<file path="config.mk">
export PLATFORM = sky130hd
export DESIGN_NAME = lb_part_sel
export DESIGN_NICKNAME = d
export VERILOG_FILES = /design/src/rtl/lbp_pkg.sv /design/src/rtl/lbp_div.sv /design/src/rtl/lbp_ops.sv /design/src/rtl/lbp_fit.sv /design/src/rtl/lb_part_sel.sv
export SDC_FILE = /design/constraint.sdc
export NUM_CORES = 1
export LEC_CHECK = 0
export BUFFER_PORTS_ARGS = -buffer_cell sky130_fd_sc_hd__buf_4
export CAP_MARGIN = 20
export CORE_MARGIN = 4
export CORE_UTILIZATION = 35
export CTS_BUF_LIST = sky130_fd_sc_hd__clkbuf_8
export DETAILED_ROUTE_END_ITERATION = 8
export GPL_TIMING_DRIVEN = 0
export SYNTH_ARGS = -nofsm -noshare
export SYNTH_HDL_FRONTEND = slang
export SYNTH_HIERARCHICAL = 1
export SYNTH_SLANG_ARGS = --single-unit
</file>
<file path="constraint.sdc">
create_clock -name clk_i -period 8.67 [get_ports clk_i]
set_input_delay 2.1675 -clock clk_i [delete_from_list [all_inputs] [get_ports clk_i]]
set_output_delay 2.1675 -clock clk_i [all_outputs]
set_load 0.005 [all_outputs]
</file>
<file path="src/rtl/lbp_pkg.sv">
package lbp_pkg;
  localparam int WORD_BITS      = 72;
  localparam int ALPHA_PER_WORD = 6;
  localparam int PART_CAP       = 64;
  localparam int MEM_W          = 13;

  typedef enum logic [1:0] {
    CFG0 = 2'd0,
    CFG1 = 2'd1,
    CFG2 = 2'd2,
    CFG3 = 2'd3
  } lb_cfg_e;

  typedef enum logic [1:0] {
    ST_IDLE,
    ST_ISSUE,
    ST_WAIT,
    ST_EVAL
  } lbp_state_e;

  // plane: 0 luma, 1 chroma, 2 alpha
  function automatic logic [MEM_W-1:0] mem_words(lb_cfg_e cfg, logic [1:0] plane);
    logic [MEM_W-1:0] w;
    w = '0;
    unique case (cfg)
      CFG1: w = (plane == 2'd2) ? MEM_W'(984)  : MEM_W'(816);
      CFG2: w = (plane == 2'd2) ? MEM_W'(1312) : MEM_W'(1088);
      CFG3: w = (plane == 2'd0) ? MEM_W'(816 + 1088 + 3 * 848) :
                (plane == 2'd1) ? MEM_W'(816 + 1088) : MEM_W'(984 + 1312 + 456);
      CFG0: w = (plane == 2'd2) ? MEM_W'(984 + 1312 + 456) : MEM_W'(816 + 1088 + 848);
      default: w = '0;
    endcase
    return w;
  endfunction

  function automatic logic [3:0] depth_bpc(logic [1:0] code);
    logic [3:0] b;
    unique case (code)
      2'd0: b = 4'd10;
      2'd1: b = 4'd8;
      2'd2: b = 4'd6;
      default: b = 4'd12;
    endcase
    return b;
  endfunction
endpackage

</file>
<file path="src/rtl/lbp_div.sv">
module lbp_div #(
  parameter int W = 18
) (
  input  logic         clk_i,
  input  logic         rst_ni,
  input  logic         start_i,
  input  logic [W-1:0] dividend_i,
  input  logic [W-1:0] divisor_i,
  output logic         done_o,
  output logic [W-1:0] quot_o
);
  localparam int CNT_W = $clog2(W + 1);

  logic [W-1:0]     rem_q, quo_q, den_q;
  logic [CNT_W-1:0] cnt_q;
  logic             run_q, done_q;
  logic [W:0]       trial, diff;
  logic             ge;

  assign trial = {rem_q, quo_q[W-1]};
  assign ge    = trial >= {1'b0, den_q};
  assign diff  = trial - {1'b0, den_q};

  always_ff @(posedge clk_i or negedge rst_ni) begin
    if (!rst_ni) begin
      rem_q  <= '0;
      quo_q  <= '0;
      den_q  <= '0;
      cnt_q  <= '0;
      run_q  <= 1'b0;
      done_q <= 1'b0;
    end else begin
      done_q <= 1'b0;
      if (start_i) begin
        rem_q <= '0;
        quo_q <= dividend_i;
        den_q <= divisor_i;
        cnt_q <= CNT_W'(W);
        run_q <= 1'b1;
      end else if (run_q) begin
        rem_q <= ge ? diff[W-1:0] : trial[W-1:0];
        quo_q <= {quo_q[W-2:0], ge};
        cnt_q <= cnt_q - CNT_W'(1);
        if (cnt_q == CNT_W'(1)) begin
          run_q  <= 1'b0;
          done_q <= 1'b1;
        end
      end
    end
  end

  assign done_o = done_q;
  assign quot_o = quo_q;
endmodule

</file>
<file path="src/rtl/lbp_ops.sv">
module lbp_ops
  import lbp_pkg::*;
#(
  parameter int WIDTH_W = 14,
  parameter int DIV_W   = 18
) (
  input  logic [2:0]         op_i,
  input  lb_cfg_e            cfg_i,
  input  logic [WIDTH_W-1:0] lw_i,
  input  logic [WIDTH_W-1:0] lwc_i,
  input  logic [3:0]         bpc_i,
  input  logic [DIV_W-1:0]   words_y_i,
  input  logic [DIV_W-1:0]   words_c_i,
  input  logic [DIV_W-1:0]   words_a_i,
  output logic [DIV_W-1:0]   dividend_o,
  output logic [DIV_W-1:0]   divisor_o
);
  logic [DIV_W-1:0] bits_y, bits_c, pix_a;

  // pre-added terms turn the floor divider into a ceiling divider
  assign bits_y = DIV_W'(lw_i)  * DIV_W'(bpc_i) + DIV_W'(WORD_BITS - 1);
  assign bits_c = DIV_W'(lwc_i) * DIV_W'(bpc_i) + DIV_W'(WORD_BITS - 1);
  assign pix_a  = DIV_W'(lw_i) + DIV_W'(ALPHA_PER_WORD - 1);

  always_comb begin
    dividend_o = '0;
    divisor_o  = DIV_W'(1);
    unique case (op_i)
      3'd0: begin dividend_o = bits_y; divisor_o = DIV_W'(WORD_BITS); end
      3'd1: begin dividend_o = bits_c; divisor_o = DIV_W'(WORD_BITS); end
      3'd2: begin dividend_o = pix_a;  divisor_o = DIV_W'(ALPHA_PER_WORD); end
      3'd3: begin dividend_o = DIV_W'(mem_words(cfg_i, 2'd0)); divisor_o = words_y_i; end
      3'd4: begin dividend_o = DIV_W'(mem_words(cfg_i, 2'd1)); divisor_o = words_c_i; end
      3'd5: begin dividend_o = DIV_W'(mem_words(cfg_i, 2'd2)); divisor_o = words_a_i; end
      default: ;
    endcase
  end
endmodule

</file>
<file path="src/rtl/lbp_fit.sv">
module lbp_fit #(
  parameter int TAP_W  = 4,
  parameter int RAT_W  = 4,
  parameter int PART_W = 7
) (
  input  logic [TAP_W-1:0]  taps_i,
  input  logic [RAT_W-1:0]  ratio_i,
  input  logic [PART_W-1:0] parts_i,
  output logic              ok_o
);
  localparam int MAX_W = (TAP_W > RAT_W) ? ((TAP_W > PART_W) ? TAP_W : PART_W)
                                         : ((RAT_W > PART_W) ? RAT_W : PART_W);
  localparam int SUM_W = MAX_W + 2;

  logic [SUM_W-1:0] t, r, p;
  assign t = SUM_W'(taps_i);
  assign r = SUM_W'(ratio_i);
  assign p = SUM_W'(parts_i);

  // taps <= parts - ratio + 2, rearranged to avoid underflow
  assign ok_o = (r > SUM_W'(2)) ? (t + r <= p + SUM_W'(2)) : (t <= p);
endmodule

</file>
<file path="src/rtl/lb_part_sel.sv">
module lb_part_sel
  import lbp_pkg::*;
#(
  parameter int WIDTH_W = 14,
  parameter int TAP_W   = 4,
  parameter int RAT_W   = 4
) (
  input  logic               clk_i,
  input  logic               rst_ni,
  input  logic               start_i,
  input  logic               force_max_i,
  input  logic               is420_i,
  input  logic               alpha_en_i,
  input  logic [1:0]         depth_i,
  input  logic [WIDTH_W-1:0] vp_w_i,
  input  logic [WIDTH_W-1:0] vp_c_w_i,
  input  logic [WIDTH_W-1:0] rec_w_i,
  input  logic [TAP_W-1:0]   vtaps_i,
  input  logic [TAP_W-1:0]   vtaps_c_i,
  input  logic [RAT_W-1:0]   vratio_i,
  input  logic [RAT_W-1:0]   vratio_c_i,
  output logic               busy_o,
  output logic               done_o,
  output logic [1:0]         cfg_o,
  output logic [6:0]         part_y_o,
  output logic [6:0]         part_c_o,
  output logic               err_o
);
  localparam int DIV_W  = WIDTH_W + 4;
  localparam int PART_W = $clog2(PART_CAP + 1);
  localparam int LANES  = 2;

  lbp_state_e state_q;
  lb_cfg_e    cfg_q;
  logic [2:0] op_q;

  logic [WIDTH_W-1:0] lw_q, lwc_q, lw_d, lwc_d, lw_min, lwc_min;
  logic [3:0]         bpc_q;
  logic               alpha_q, is420_q, force_q;
  logic [TAP_W-1:0]   taps_q  [LANES];
  logic [RAT_W-1:0]   ratio_q [LANES];

  logic [DIV_W-1:0] words_y_q, words_c_q, words_a_q;
  logic [DIV_W-1:0] py_raw_q, pc_raw_q, pa_raw_q, py_alpha;
  logic [PART_W-1:0] parts_cl [LANES];
  logic [LANES-1:0]  fit_ok;
  logic              all_ok;

  logic             div_start, div_done;
  logic [DIV_W-1:0] dividend, divisor, quot;

  logic             done_q, err_q;
  logic [1:0]       cfg_out_q;
  logic [PART_W-1:0] py_out_q, pc_out_q;

  // line widths, zero treated as one
  assign lw_min  = (vp_w_i   < rec_w_i) ? vp_w_i   : rec_w_i;
  assign lwc_min = (vp_c_w_i < rec_w_i) ? vp_c_w_i : rec_w_i;
  assign lw_d    = (lw_min  == '0) ? WIDTH_W'(1) : lw_min;
  assign lwc_d   = (lwc_min == '0) ? WIDTH_W'(1) : lwc_min;

  assign div_start = (state_q == ST_ISSUE);

  lbp_ops #(.WIDTH_W(WIDTH_W), .DIV_W(DIV_W)) u_ops (
    .op_i      (op_q),
    .cfg_i     (cfg_q),
    .lw_i      (lw_q),
    .lwc_i     (lwc_q),
    .bpc_i     (bpc_q),
    .words_y_i (words_y_q),
    .words_c_i (words_c_q),
    .words_a_i (words_a_q),
    .dividend_o(dividend),
    .divisor_o (divisor)
  );

  lbp_div #(.W(DIV_W)) u_div (
    .clk_i     (clk_i),
    .rst_ni    (rst_ni),
    .start_i   (div_start),
    .dividend_i(dividend),
    .divisor_i (divisor),
    .done_o    (div_done),
    .quot_o    (quot)
  );

  // alpha limit then cap
  assign py_alpha = (alpha_q && (pa_raw_q < py_raw_q)) ? pa_raw_q : py_raw_q;

  function automatic logic [PART_W-1:0] cap_parts(logic [DIV_W-1:0] v);
    return (v > DIV_W'(PART_CAP)) ? PART_W'(PART_CAP) : v[PART_W-1:0];
  endfunction

  assign parts_cl[0] = cap_parts(py_alpha);
  assign parts_cl[1] = cap_parts(pc_raw_q);

  for (genvar g = 0; g < LANES; g++) begin : g_fit
    lbp_fit #(.TAP_W(TAP_W), .RAT_W(RAT_W), .PART_W(PART_W)) u_fit (
      .taps_i (taps_q[g]),
      .ratio_i(ratio_q[g]),
      .parts_i(parts_cl[g]),
      .ok_o   (fit_ok[g])
    );
  end

  assign all_ok = &fit_ok;

  function automatic lb_cfg_e next_cfg(lb_cfg_e c, logic yuv420);
    lb_cfg_e n;
    unique case (c)
      CFG1:    n = CFG2;
      CFG2:    n = yuv420 ? CFG3 : CFG0;
      default: n = CFG0;
    endcase
    return n;
  endfunction

  always_ff @(posedge clk_i or negedge rst_ni) begin
    if (!rst_ni) begin
      state_q    <= ST_IDLE;
      cfg_q      <= CFG1;
      op_q       <= '0;
      lw_q       <= '0;
      lwc_q      <= '0;
      bpc_q      <= '0;
      alpha_q    <= 1'b0;
      is420_q    <= 1'b0;
      force_q    <= 1'b0;
      taps_q[0]  <= '0;
      taps_q[1]  <= '0;
      ratio_q[0] <= '0;
      ratio_q[1] <= '0;
      words_y_q  <= '0;
      words_c_q  <= '0;
      words_a_q  <= '0;
      py_raw_q   <= '0;
      pc_raw_q   <= '0;
      pa_raw_q   <= '0;
      done_q     <= 1'b0;
      err_q      <= 1'b0;
      cfg_out_q  <= '0;
      py_out_q   <= '0;
      pc_out_q   <= '0;
    end else begin
      done_q <= 1'b0;
      unique case (state_q)
        ST_IDLE: begin
          if (start_i) begin
            lw_q       <= lw_d;
            lwc_q      <= lwc_d;
            bpc_q      <= depth_bpc(depth_i);
            alpha_q    <= alpha_en_i;
            is420_q    <= is420_i;
            force_q    <= force_max_i;
            taps_q[0]  <= vtaps_i;
            taps_q[1]  <= vtaps_c_i;
            ratio_q[0] <= vratio_i;
            ratio_q[1] <= vratio_c_i;
            cfg_q      <= force_max_i ? (is420_i ? CFG3 : CFG0) : CFG1;
            op_q       <= 3'd0;
            state_q    <= ST_ISSUE;
          end
        end
        ST_ISSUE: state_q <= ST_WAIT;
        ST_WAIT: begin
          if (div_done) begin
            unique case (op_q)
              3'd0: words_y_q <= quot;
              3'd1: words_c_q <= quot;
              3'd2: words_a_q <= quot;
              3'd3: py_raw_q  <= quot;
              3'd4: pc_raw_q  <= quot;
              default: pa_raw_q <= quot;
            endcase
            if (op_q == 3'd5) begin
              state_q <= ST_EVAL;
            end else begin
              op_q    <= op_q + 3'd1;
              state_q <= ST_ISSUE;
            end
          end
        end
        ST_EVAL: begin
          if (force_q || all_ok || (cfg_q == CFG0)) begin
            done_q    <= 1'b1;
            cfg_out_q <= cfg_q;
            py_out_q  <= parts_cl[0];
            pc_out_q  <= parts_cl[1];
            err_q     <= !force_q && !all_ok;
            state_q   <= ST_IDLE;
          end else begin
            cfg_q   <= next_cfg(cfg_q, is420_q);
            op_q    <= 3'd3;
            state_q <= ST_ISSUE;
          end
        end
        default: state_q <= ST_IDLE;
      endcase
    end
  end

  assign busy_o   = (state_q != ST_IDLE);
  assign done_o   = done_q;
  assign cfg_o    = cfg_out_q;
  assign part_y_o = 7'(py_out_q);
  assign part_c_o = 7'(pc_out_q);
  assign err_o    = err_q;
endmodule

</file>
### Yosys cells after proc, flatten, opt, wreduce, memory -nomap -nowiden

Cells that the tools add are included.

| word-level totals | value |
|---|---|
| word-level logic and storage cells | 151 |
| output and inout port bits | 19 |
| input bits | 66 |
| flip-flop bits (word level) | 245 |

| operators by class | value |
|---|---|
| bitwise operators | 1 |
| equality and inequality tests | 18 |
| reductions and logical operators | 31 |
| add/sub/neg operators | 10 |
| $lt $le $gt $ge | 12 |
| muxes and demuxes | 47 |
| multipliers | 2 |

Operators with widths:

| cell | count |
|---|---|
| 18-bit 2-to-1 mux | 6 |
| 18-bit one-hot mux with 6 select lines | 1 |
| 13-bit one-hot mux with 4 select lines | 2 |
| 18-bit one-hot mux with 5 select lines | 1 |
| 14-bit 2-to-1 mux | 4 |
| 13-bit one-hot mux with 3 select lines | 1 |
| 18-bit by 7-bit adder with 18-bit output, second input constant | 2 |
| 18-bit by 7-bit greater-than comparator with 1-bit output, second input constant | 2 |
| 14-bit by 4-bit multiplier with 18-bit output | 2 |
| 14-bit zero test | 2 |
| 14-bit less-than comparator | 2 |
| 3-bit AND reduction | 7 |
| 19-bit by 18-bit greater-or-equal comparator with 1-bit output | 1 |
| 9-bit less-or-equal comparator | 2 |
| 18-bit less-than comparator | 1 |
| 18-bit subtractor | 1 |
| 7-bit by 2-bit adder with 8-bit output, second input constant | 2 |
| 2-bit 2-to-1 mux | 8 |
| 14-bit by 3-bit adder with 15-bit output, second input constant | 1 |
| 4-bit by 7-bit less-or-equal comparator with 1-bit output | 2 |
| 7-bit 2-to-1 mux | 2 |
| 3-bit 2-to-1 mux | 4 |
| 4-bit one-hot mux with 3 select lines | 1 |
| 1-bit 2-to-1 mux | 11 |
| 28 further kinds | 53 |

### Depth between registers and ports, before layout

Gate-level depths: netlist (run 1).

| depth | value |
|---|---|
| word-level depth | 13 |
| gate-level depth with buffers | 21 |
| depth with buffers taken out | 21 |

### Hierarchy

Netlist (run 1), hierarchy kept.

By module, submodules not included:

| module | cells each | area each (um^2) | seq. area each (um^2) | instances |
|---|---|---|---|---|
| lb_part_sel | 773 | 8837.2 | 4580.6 | 1 |
| lbp_ops | 662 | 5023.6 | 0.0 | 1 |
| lbp_div | 434 | 3882.5 | 1526.5 | 1 |
| lbp_fit | 55 | 422.9 | 0.0 | 2 |

### Worst setup path before layout (run 1)

OpenSTA, ideal clock, no wires.

| timing path | value |
|---|---|
| path kind | reg2reg |
| start point | register py_raw_q[4] |
| end point | register pc_out_q[1], in the netlist part_c_o[1] |
| setup slack | 3.983 ns |
| period minus slack after synthesis | 4.687 ns |
| data arrival time | 4.560 ns |
| path buffers | 1 |
| cell stages (with the launch flop) | 19 |
| setup time | 0.127 ns |
| required time | 8.543 ns |
| cells stage by stage | dfrtp_1 > inv_1 > ha_1 > and3_1 > a221oi_1 > o221ai_1 > a21o_1 > o41ai_1 > nand3_1 > xor2_1 > ha_1 > and3_4 > a311oi_1 > a31oi_1 > a21o_1 > o21ai_1 > inv_2 > buf_1 > mux2_1 |

RTL lines:

| item | line | text |
|---|---|---|
| from (decl) | lb_part_sel.sv:44 | `logic [DIV_W-1:0] py_raw_q, pc_raw_q, pa_raw_q, py_alpha;` |
| from (signal assigned) | lb_part_sel.sv:171 | `3'd3: py_raw_q <= quot;` |
| to (signal assigned) | lb_part_sel.sv:188 | `pc_out_q <= parts_cl[1];` |
| to (decl) | lb_part_sel.sv:54 | `logic [PART_W-1:0] py_out_q, pc_out_q;` |

==> run_results.csv, run 1 <==
group,metric,value,unit
outcome,status,"finished clean",
sta,slew_viol_final,0,
worst_setup_path,rr_worst_depth,18,
clocking,cts_tree,"yes",
die,coreArea,52600,um^2
sta,fin_crit,5910,ps
placed_design,place_congestion,0.915,
yosys,syn_area_per_cell,9.39,um^2
layout,final_util,0.401,
die,die_y,238,um
worst_setup_path,crit_path_cell_trace,"inv_1 > ha_1 > and3_1 > a221oi_1 > o221ai_1 > a21o_1 > o41ai_1 > nand3_1 > xor2_1 > ha_1 > and3_4 > a311oi_1 > a31oi_1 > a21o_1 > o21ai_1 > inv_2 > buf_1 > mux2_1",
power,p_leak,10.5,nW
global_routing,grt_max_degree,120,
drt,vias,15200,
die,io_pins,85,
yosys,async_flop_share,1.00,
worst_setup_path,critPathTopFamily,"compound AO/OA/AOI/OAI gates",
power,vdd_ir_drop_max,0.192,mV
clocking,clockRootBuffer,"clkbuf_8",
global_routing,antenna_found_initial,0,
clocking,postCtsSetupRepairBufs,0,
drt,antenna_left,0,
clocking,ctsResizeCount,0,
placed_design,dp.cells,2754,
yosys,synth_edf_count,0,
worst_setup_path,rr_startpoint,"py_raw_q[4]",
die,initial_core_util,0.354,
yosys,ys_warn_count,6,
global_routing,grt_pass1_vias,15600,
sta,slew_headroom,0.294,
power,p_per_area,118,nW/um^2
worst_setup_path,arrival,6390,ps
worst_setup_path,worstSetupEndpointType,"flip-flop",
clocking,htree_num_levels,2,
yosys,ys_types,99,
yosys,syn-instance-count,1979,
clocking,cts.sinks,244,
worst_setup_path,cp_data_required_time,9160,ps
sta,setup_violations,0,
layout,num-fill-cells,5269,
power,p_total,2.49,mW
layout,antenna_cells,0,
yosys,ys_ff_latch,244,
drt,drtIter0Drc,1250,
yosys,yosysSeqAreaShare,0.329,
drt,drt-total-wl,51700,um
clocking,clkLatencyLatePin,610,ps
drt,drtPass1Iterations,7,
worst_setup_path,path_class,"flip-flop to flip-flop",
yosys,synthFlopType,"dfrtp_1",
drt,via_per_inst,5.38,
worst_setup_path,start_kind,"flip-flop",
clocking,clk_pin_slew,60,ps
worst_hold_path,hold_start,"bpc_q[2]",
layout,nNetsFinal,2414,
sta,holdWs,473,ps
run,max_cap_violations,0,
layout,stdcell_count,2832,
die,die_area,56900,um^2
worst_setup_path,crit_buf_inv,3,
sta,hold_violations,0,
worst_setup_path,slowest_delay,920,ps
layout,drive_gt1_frac,0.147,
die,die_w,238,um
sta,tightest_slew,1050,ps
sta,fmax,169,MHz
drt,wl_per_cell,18.3,um
sta,rsz0062_at_grt,"false",
drt,drc_errors,0,
clocking,cts_buffers,46,
placed_design,io_buffers,84,
layout,area_delta_synth_final,13.4,%
die,rows,84,
global_routing,grt_usage,0.181,
sta,fin_setup_tns,0,ps
worst_setup_path,r2r-end,"part_c_o[2]",
worst_setup_path,cp_slowest_cell,"o41ai_1",
clocking,clockBufferDepth,3,
worst_setup_path,crit_fanout,10,
sta,layout_worst_path_cycle_share,0.681,
sta,finalClockSkew,18.9,ps
global_routing,overflow,0,
worst_hold_path,holdPathEnd,"bpc_q[2]",
clocking,cts_hold_buf,0,
worst_setup_path,r2r_setup_slack,2760,ps
global_routing,grt_pass1_wl,83900,um
placed_design,dpl.hpwl,40100,um
yosys,syn-cell-area,18600,um^2
worst_hold_path,min_path_type,"flip-flop to flip-flop",
worst_hold_path,whs_path_depth,2,
-- synth_stat cells, drive strengths merged (5+ instances only) --
master | n | share of area
o21a | 9 | 0.0036
clkbuf | 61 | 0.012
o22ai | 9 | 0.0030
nand2 | 251 | 0.051
and2 | 82 | 0.028
nand2b | 15 | 0.0050
o211ai | 15 | 0.0066
o21ai | 144 | 0.039
nor2 | 102 | 0.021
a221oi | 13 | 0.0061
ha | 179 | 0.12
a41oi | 5 | 0.0028
buf | 23 | 0.0075
a311oi | 13 | 0.0068
a22oi | 5 | 0.0020
nor2b | 10 | 0.0034
nand3 | 31 | 0.0086
o221ai | 6 | 0.0028
xor2 | 22 | 0.010
nor3b | 9 | 0.0036
nor4 | 19 | 0.0064
xnor2 | 35 | 0.016
mux2 | 119 | 0.072
mux2i | 66 | 0.036
o21bai | 7 | 0.0030
a31oi | 18 | 0.0061
or3 | 8 | 0.0030
dfrtp | 243 | 0.33
fa | 55 | 0.059
and3 | 15 | 0.0056
o41ai | 5 | 0.0024
nand4 | 15 | 0.0054
a21oi | 92 | 0.025
a211oi | 17 | 0.0074
nor3 | 25 | 0.0067
inv | 141 | 0.028
a21o | 34 | 0.014
-- cells by family after synthesis --
group | count (synthesis) | synth area share
buffers and inverters | 225 | 0.0483
flip-flops | 244 | 0.329
adder cells (fa/ha/maj) | 234 | 0.180
other | 1 | 0.000202
AND/OR/NAND/NOR | 598 | 0.155
multiplexers | 185 | 0.108
AO/OA/AOI/OAI | 435 | 0.154
XOR/XNOR | 57 | 0.0269
-- state kept, by name, summed over array words and instances (netlist names), 18 cells and up --
register      cells
u_div/quot_o     18
u_div/den_q      18
py_raw_q         18
pa_raw_q         18
words_c_q        18
words_a_q        18
pc_raw_q         18
words_y_q        18
u_div/rem_q      18
-- layout make-up --
class / instances / area, um^2 / area share
clock inverters: 25 / 203 / 0.00962
well taps: 688 / 861 / 0.0408
repair buffers: 86 / 693 / 0.0329
flip-flops and latches: 244 / 6110 / 0.290
clock buffers: 53 / 729 / 0.0346
inverters: 141 / 529 / 0.0251
plain buffers: 84 / 369 / 0.0175
multi-input cells: 1511 / 11600 / 0.550
-- layout by cell type, fill, tap and decap left out, types with 7 or more instances in the layout --
| cell | instances |
|---|---|
| nand2_1 | 250 |
| dfrtp_1 | 243 |
| ha_1 | 179 |
| inv_1 | 157 |
| mux2_2 | 116 |
| o21ai_0 | 113 |
| nor2_1 | 102 |
| a21oi_1 | 89 |
| buf_4 | 87 |
| and2_1 | 80 |
| mux2i_1 | 66 |
| clkbuf_1 | 61 |
| fa_1 | 55 |
| clkbuf_8 | 53 |
| xnor2_1 | 35 |
| a21o_1 | 34 |
| nand3_1 | 30 |
| o21ai_1 | 30 |
| nor3_1 | 25 |
| xor2_1 | 22 |
| nor4_1 | 19 |
| a31oi_1 | 18 |
| nand2b_1 | 15 |
| a211oi_1 | 15 |
| nand4_1 | 14 |
| and3_1 | 13 |
| a221oi_1 | 13 |
| o211ai_1 | 13 |
| buf_2 | 13 |
| a311oi_1 | 11 |
| nor2b_1 | 10 |
| o21a_1 | 9 |
| o22ai_1 | 9 |
| nor3b_1 | 9 |
| or3_1 | 7 |
-- power breakdown --
| group | total [mW] | switching, mW | internal (mW) | leakage (nW) |
|---|---|---|---|---|
| Sequential | 1.15 | 0.00730 | 1.15 | 3.18 |
| Combinational | 0.188 | 0.109 | 0.0788 | 6.78 |
| Clock | 1.15 | 0.506 | 0.646 | 0.535 |
| Total | 2.49 | 0.622 | 1.87 | 10.5 |
-- per-stage QoR --
stage                     area (um^2)  setup slack (ps)
after detailed placement        20100              2800
after floorplan                 18600              3980
after global placement          20100              2900
after global routing            21100              2310
after CTS                       21100              2790
final                           21100              2760
-- worst max-delay path by stage --
stage          depth (start not counted)  slack, ps        start     endpoint
2_1_floorplan                         18       3980  py_raw_q[4]  part_c_o[1]
6_report                              18       2760  py_raw_q[4]  part_c_o[2]
5_1_grt                               18       2310  py_raw_q[4]  part_c_o[3]
3_5_place_dp                          18       2800  py_raw_q[4]  part_c_o[2]
3_3_place_gp                          18       2900  py_raw_q[4]  part_c_o[3]
4_1_cts                               18       2790  py_raw_q[4]  part_c_o[2]
-- layer usage --
layer / global-route usage / wire [um] / up-vias
li1: - / - / 7267
met1: 0.248 / 23400 / 7504
met2: 0.299 / 24400 / 393
met3: 0.0284 / 2620 / 85
met4: 0.0521 / 1350 / 0
met5: 0 / 0 / -
-- worst reg2reg max path, cell delays in order, from the launching register on --
cell and delay (ps):
dfrtp_1 420, inv_1 70, ha_1 300, and3_1 190, a221oi_1 380, o221ai_1 270, a21o_1 290, o41ai_1 930
nand3_1 190, xor2_1 280, ha_1 300, and3_4 160, a311oi_1 250, a31oi_1 150, a21o_1 210, o21ai_1 540
inv_2 220, buf_1 280, mux2_1 360
No activity file was read; power rests on OpenSTA's default activity.
==> run 2: changes to the inputs <==
- ABC_AREA: default -> 1
- clock period: 8.67 -> 4.7 ns (I/O delays scaled with it)
==> run 2 against run 1 <==
  * Non-clock buffer count grew 10
  * Combinational power rose by 38%
  * Synthesized cell count increased by 38%
  * Routed wire length is 5.8% higher
  * Power increased by 80%
==> run_results.csv, run 2 <==
group,metric,value,unit
yosys,yosysMostFrequentCell,"nand2_1",
die,die_area,58800,um^2
drt,drt-total-wl,54700,um
worst_setup_path,r2r_setup_slack,310,ps
drt,antenna_left,0,
worst_setup_path,crit_fanout,5,
layout,final_cell_area,22100,um^2
clocking,clockRootBuffer,"clkbuf_8",
worst_setup_path,cp_data_required_time,5240,ps
power,p_per_area,203,nW/um^2
clocking,cts.sinks,244,
worst_setup_path,rr_worst_depth,32,
sta,setup_violations,0,
yosys,synth_top_area_cell,"dfrtp_1",
sta,layout_worst_path_cycle_share,0.935,
clocking,clockBufferDepth,3,
clocking,clk_pin_slew,70,ps
yosys,synth_common_cells,"nand2_1, inv_1, dfrtp_1",
worst_hold_path,holdPathEnd,"u_div/cnt_q[3]",
worst_setup_path,cp_slowest_cell,"dfrtp_1",
die,die_y,242,um
yosys,async_flop_share,1.00,
worst_setup_path,start_kind,"flip-flop",
die,initial_core_util,0.355,
die,die_w,242,um
drt,drc_errors,0,
worst_setup_path,arrival,4930,ps
clocking,cts_hold_buf,0,
layout,area_delta_synth_final,15.0,%
drt,drtPass1Iterations,6,
layout,num-fill-cells,5761,
sta,hold_violations,0,
layout,drive_gt1_frac,0.106,
worst_setup_path,path_class,"flip-flop to flip-flop",
sta,fin_setup_tns,0,ps
yosys,synthFlopType,"dfrtp_1",
clocking,clkLatencyLatePin,610,ps
yosys,yosysSeqAreaShare,0.317,
yosys,ys_types,56,
drt,vias,17500,
yosys,ys_ff_latch,244,
clocking,cts_buffers,44,
die,io_pins,85,
worst_setup_path,slowest_delay,350,ps
power,p_leak,12.7,nW
yosys,syn-instance-count,2726,
global_routing,grt_pass1_vias,17000,
drt,via_per_inst,4.85,
global_routing,grt_max_degree,92,
yosys,syn-cell-area,19200,um^2
die,rows,85,
sta,fmax,228,MHz
sta,slew_headroom,0.486,
global_routing,grt_usage,0.183,
worst_hold_path,hold_start,"u_div/cnt_q[3]",
yosys,synth.area.top_cells,"dfrtp_1, nand2_1, ha_1",
run,max_cap_violations,0,
placed_design,place_congestion,0.903,
clocking,cts_tree,"yes",
drt,wl_per_cell,15.2,um
sta,tightest_slew,766,ps
placed_design,io_buffers,84,
yosys,synth_edf_count,0,
worst_setup_path,r2r-end,"cfg_q[0]",
placed_design,dpl.hpwl,42200,um
outcome,status,"finished clean",
yosys,syn_area_per_cell,7.06,um^2
global_routing,overflow,0,
sta,fin_crit,4390,ps
die,coreArea,54100,um^2
yosys,synth_fp_nets,3026,
global_routing,grt_pass1_wl,88600,um
layout,nNetsFinal,3173,
clocking,htree_num_levels,2,
sta,finalClockSkew,31.0,ps
placed_design,post_dp_cell_area,20800,um^2
layout,final_common_cell,"nand2_1",
drt,drtIter0Drc,1156,
yosys,synth.top_cell.area_share,0.316,
global_routing,antenna_found_initial,1,
layout,final_cell_mix,"nand2_1, inv_1, dfrtp_1, ha_1, o21ai_0",
power,vdd_ir_drop_max,0.193,mV
worst_setup_path,worstSetupEndpointType,"flip-flop",
worst_hold_path,whs_path_depth,1,
worst_hold_path,min_path_type,"flip-flop to flip-flop",
worst_setup_path,rr_startpoint,"py_raw_q[9]",
sta,slew_viol_final,0,
yosys,ys_warn_count,6,
run 2: repair_timing:
| item | in CTS | in global routing |
|---|---|---|
| setup endpoints to repair | 23 | 37 |
| setup buffers | 0 | 15 |
| pin swaps | 1 | 28 |
| cloned | 0 | 3 |
| resized for setup | 14 | 58 |
run 2: critical path, delay by kind of cell (launching register included):
| kind | cells | cell delay, ps |
|---|---|---|
| AND/OR/NAND/NOR | 20 | 2040 |
| adder cells (fa/ha/maj) | 3 | 810 |
| AO/OA/AOI/OAI | 4 | 730 |
| flip-flops | 1 | 350 |
| buffers and inverters | 4 | 230 |
| XOR/XNOR | 1 | 150 |
run 2: worst max-delay path by stage:
| stage | from | to | slack, ps | cells past startpoint |
|---|---|---|---|---|
| after floorplan | py_raw_q[17] | cfg_q[0] | 550 | 31 |
| after global placement | py_raw_q[17] | cfg_q[0] | -360 | 29 |
| after detailed placement | py_raw_q[9] | cfg_q[0] | -380 | 32 |
| after CTS | py_raw_q[9] | cfg_o[1] | 10 | 32 |
| after global routing | py_raw_q[9] | cfg_q[0] | -10 | 34 |
| final | py_raw_q[9] | cfg_q[0] | 310 | 32 |
run 2: metal layers:
metal  vias to the layer above  share of wire  wire length [um]  track usage
met5                         -              0                 0            0
met4                         0          0.025              1350       0.0502
met3                        88          0.044              2400       0.0235
met2                       380           0.45             24400        0.295
met1                      8136           0.49             26600        0.260
li1                       8880              -                 -            -
run 2: final cells by class:
| cell class | count | area [um^2] | share of cell area |
|---|---|---|---|
| Clock inverter | 24 | 148 | 0.00667 |
| Antenna cell | 1 | 2.50 | 0.000113 |
| Buffer | 79 | 398 | 0.0180 |
| Timing Repair Buffer | 101 | 806 | 0.0364 |
| Inverter | 450 | 1700 | 0.0768 |
| Clock buffer | 57 | 785 | 0.0355 |
| Sequential cell | 244 | 6110 | 0.276 |
| Tap cell | 696 | 871 | 0.0394 |
| Multi-Input combinational cell | 1953 | 11300 | 0.511 |
run 2: power by group:
group          switching, mW  internal (mW)
registers            0.00222           2.10
clock network          0.969           1.15
logic                  0.163         0.0967
run 2: kinds of logic (layout without fill, tap and decap cells):
family,Yosys count,count (layout),synth area share
compound gates,318,318,0.0936
xor+xnor,17,17,0.00774
fa+ha+maj,234,234,0.174
buf+inv,532,711,0.108
flops,244,244,0.317
mux,1,1,0.000520
other cells,1,2,0.000195
simple gates,1379,1382,0.299
run 2: stage by stage:
| step | worst slack [ps] | hold slack [ps] | instances | total power, mW | util |
|---|---|---|---|---|---|
| finish | 307 | 457 | 3605 | 4.49 | 0.409 |
| global route | -15.0 | 500 | 3605 | 4.67 | 0.409 |
| CTS | 11.1 | 461 | 3589 | 4.55 | 0.402 |
| detailed placement | -375 | 455 | 3508 | 2.40 | 0.384 |
| global placement | -363 | 449 | 3506 | 2.40 | 0.383 |
| floorplan | 553 | 434 | 2726 | 2.27 | - |
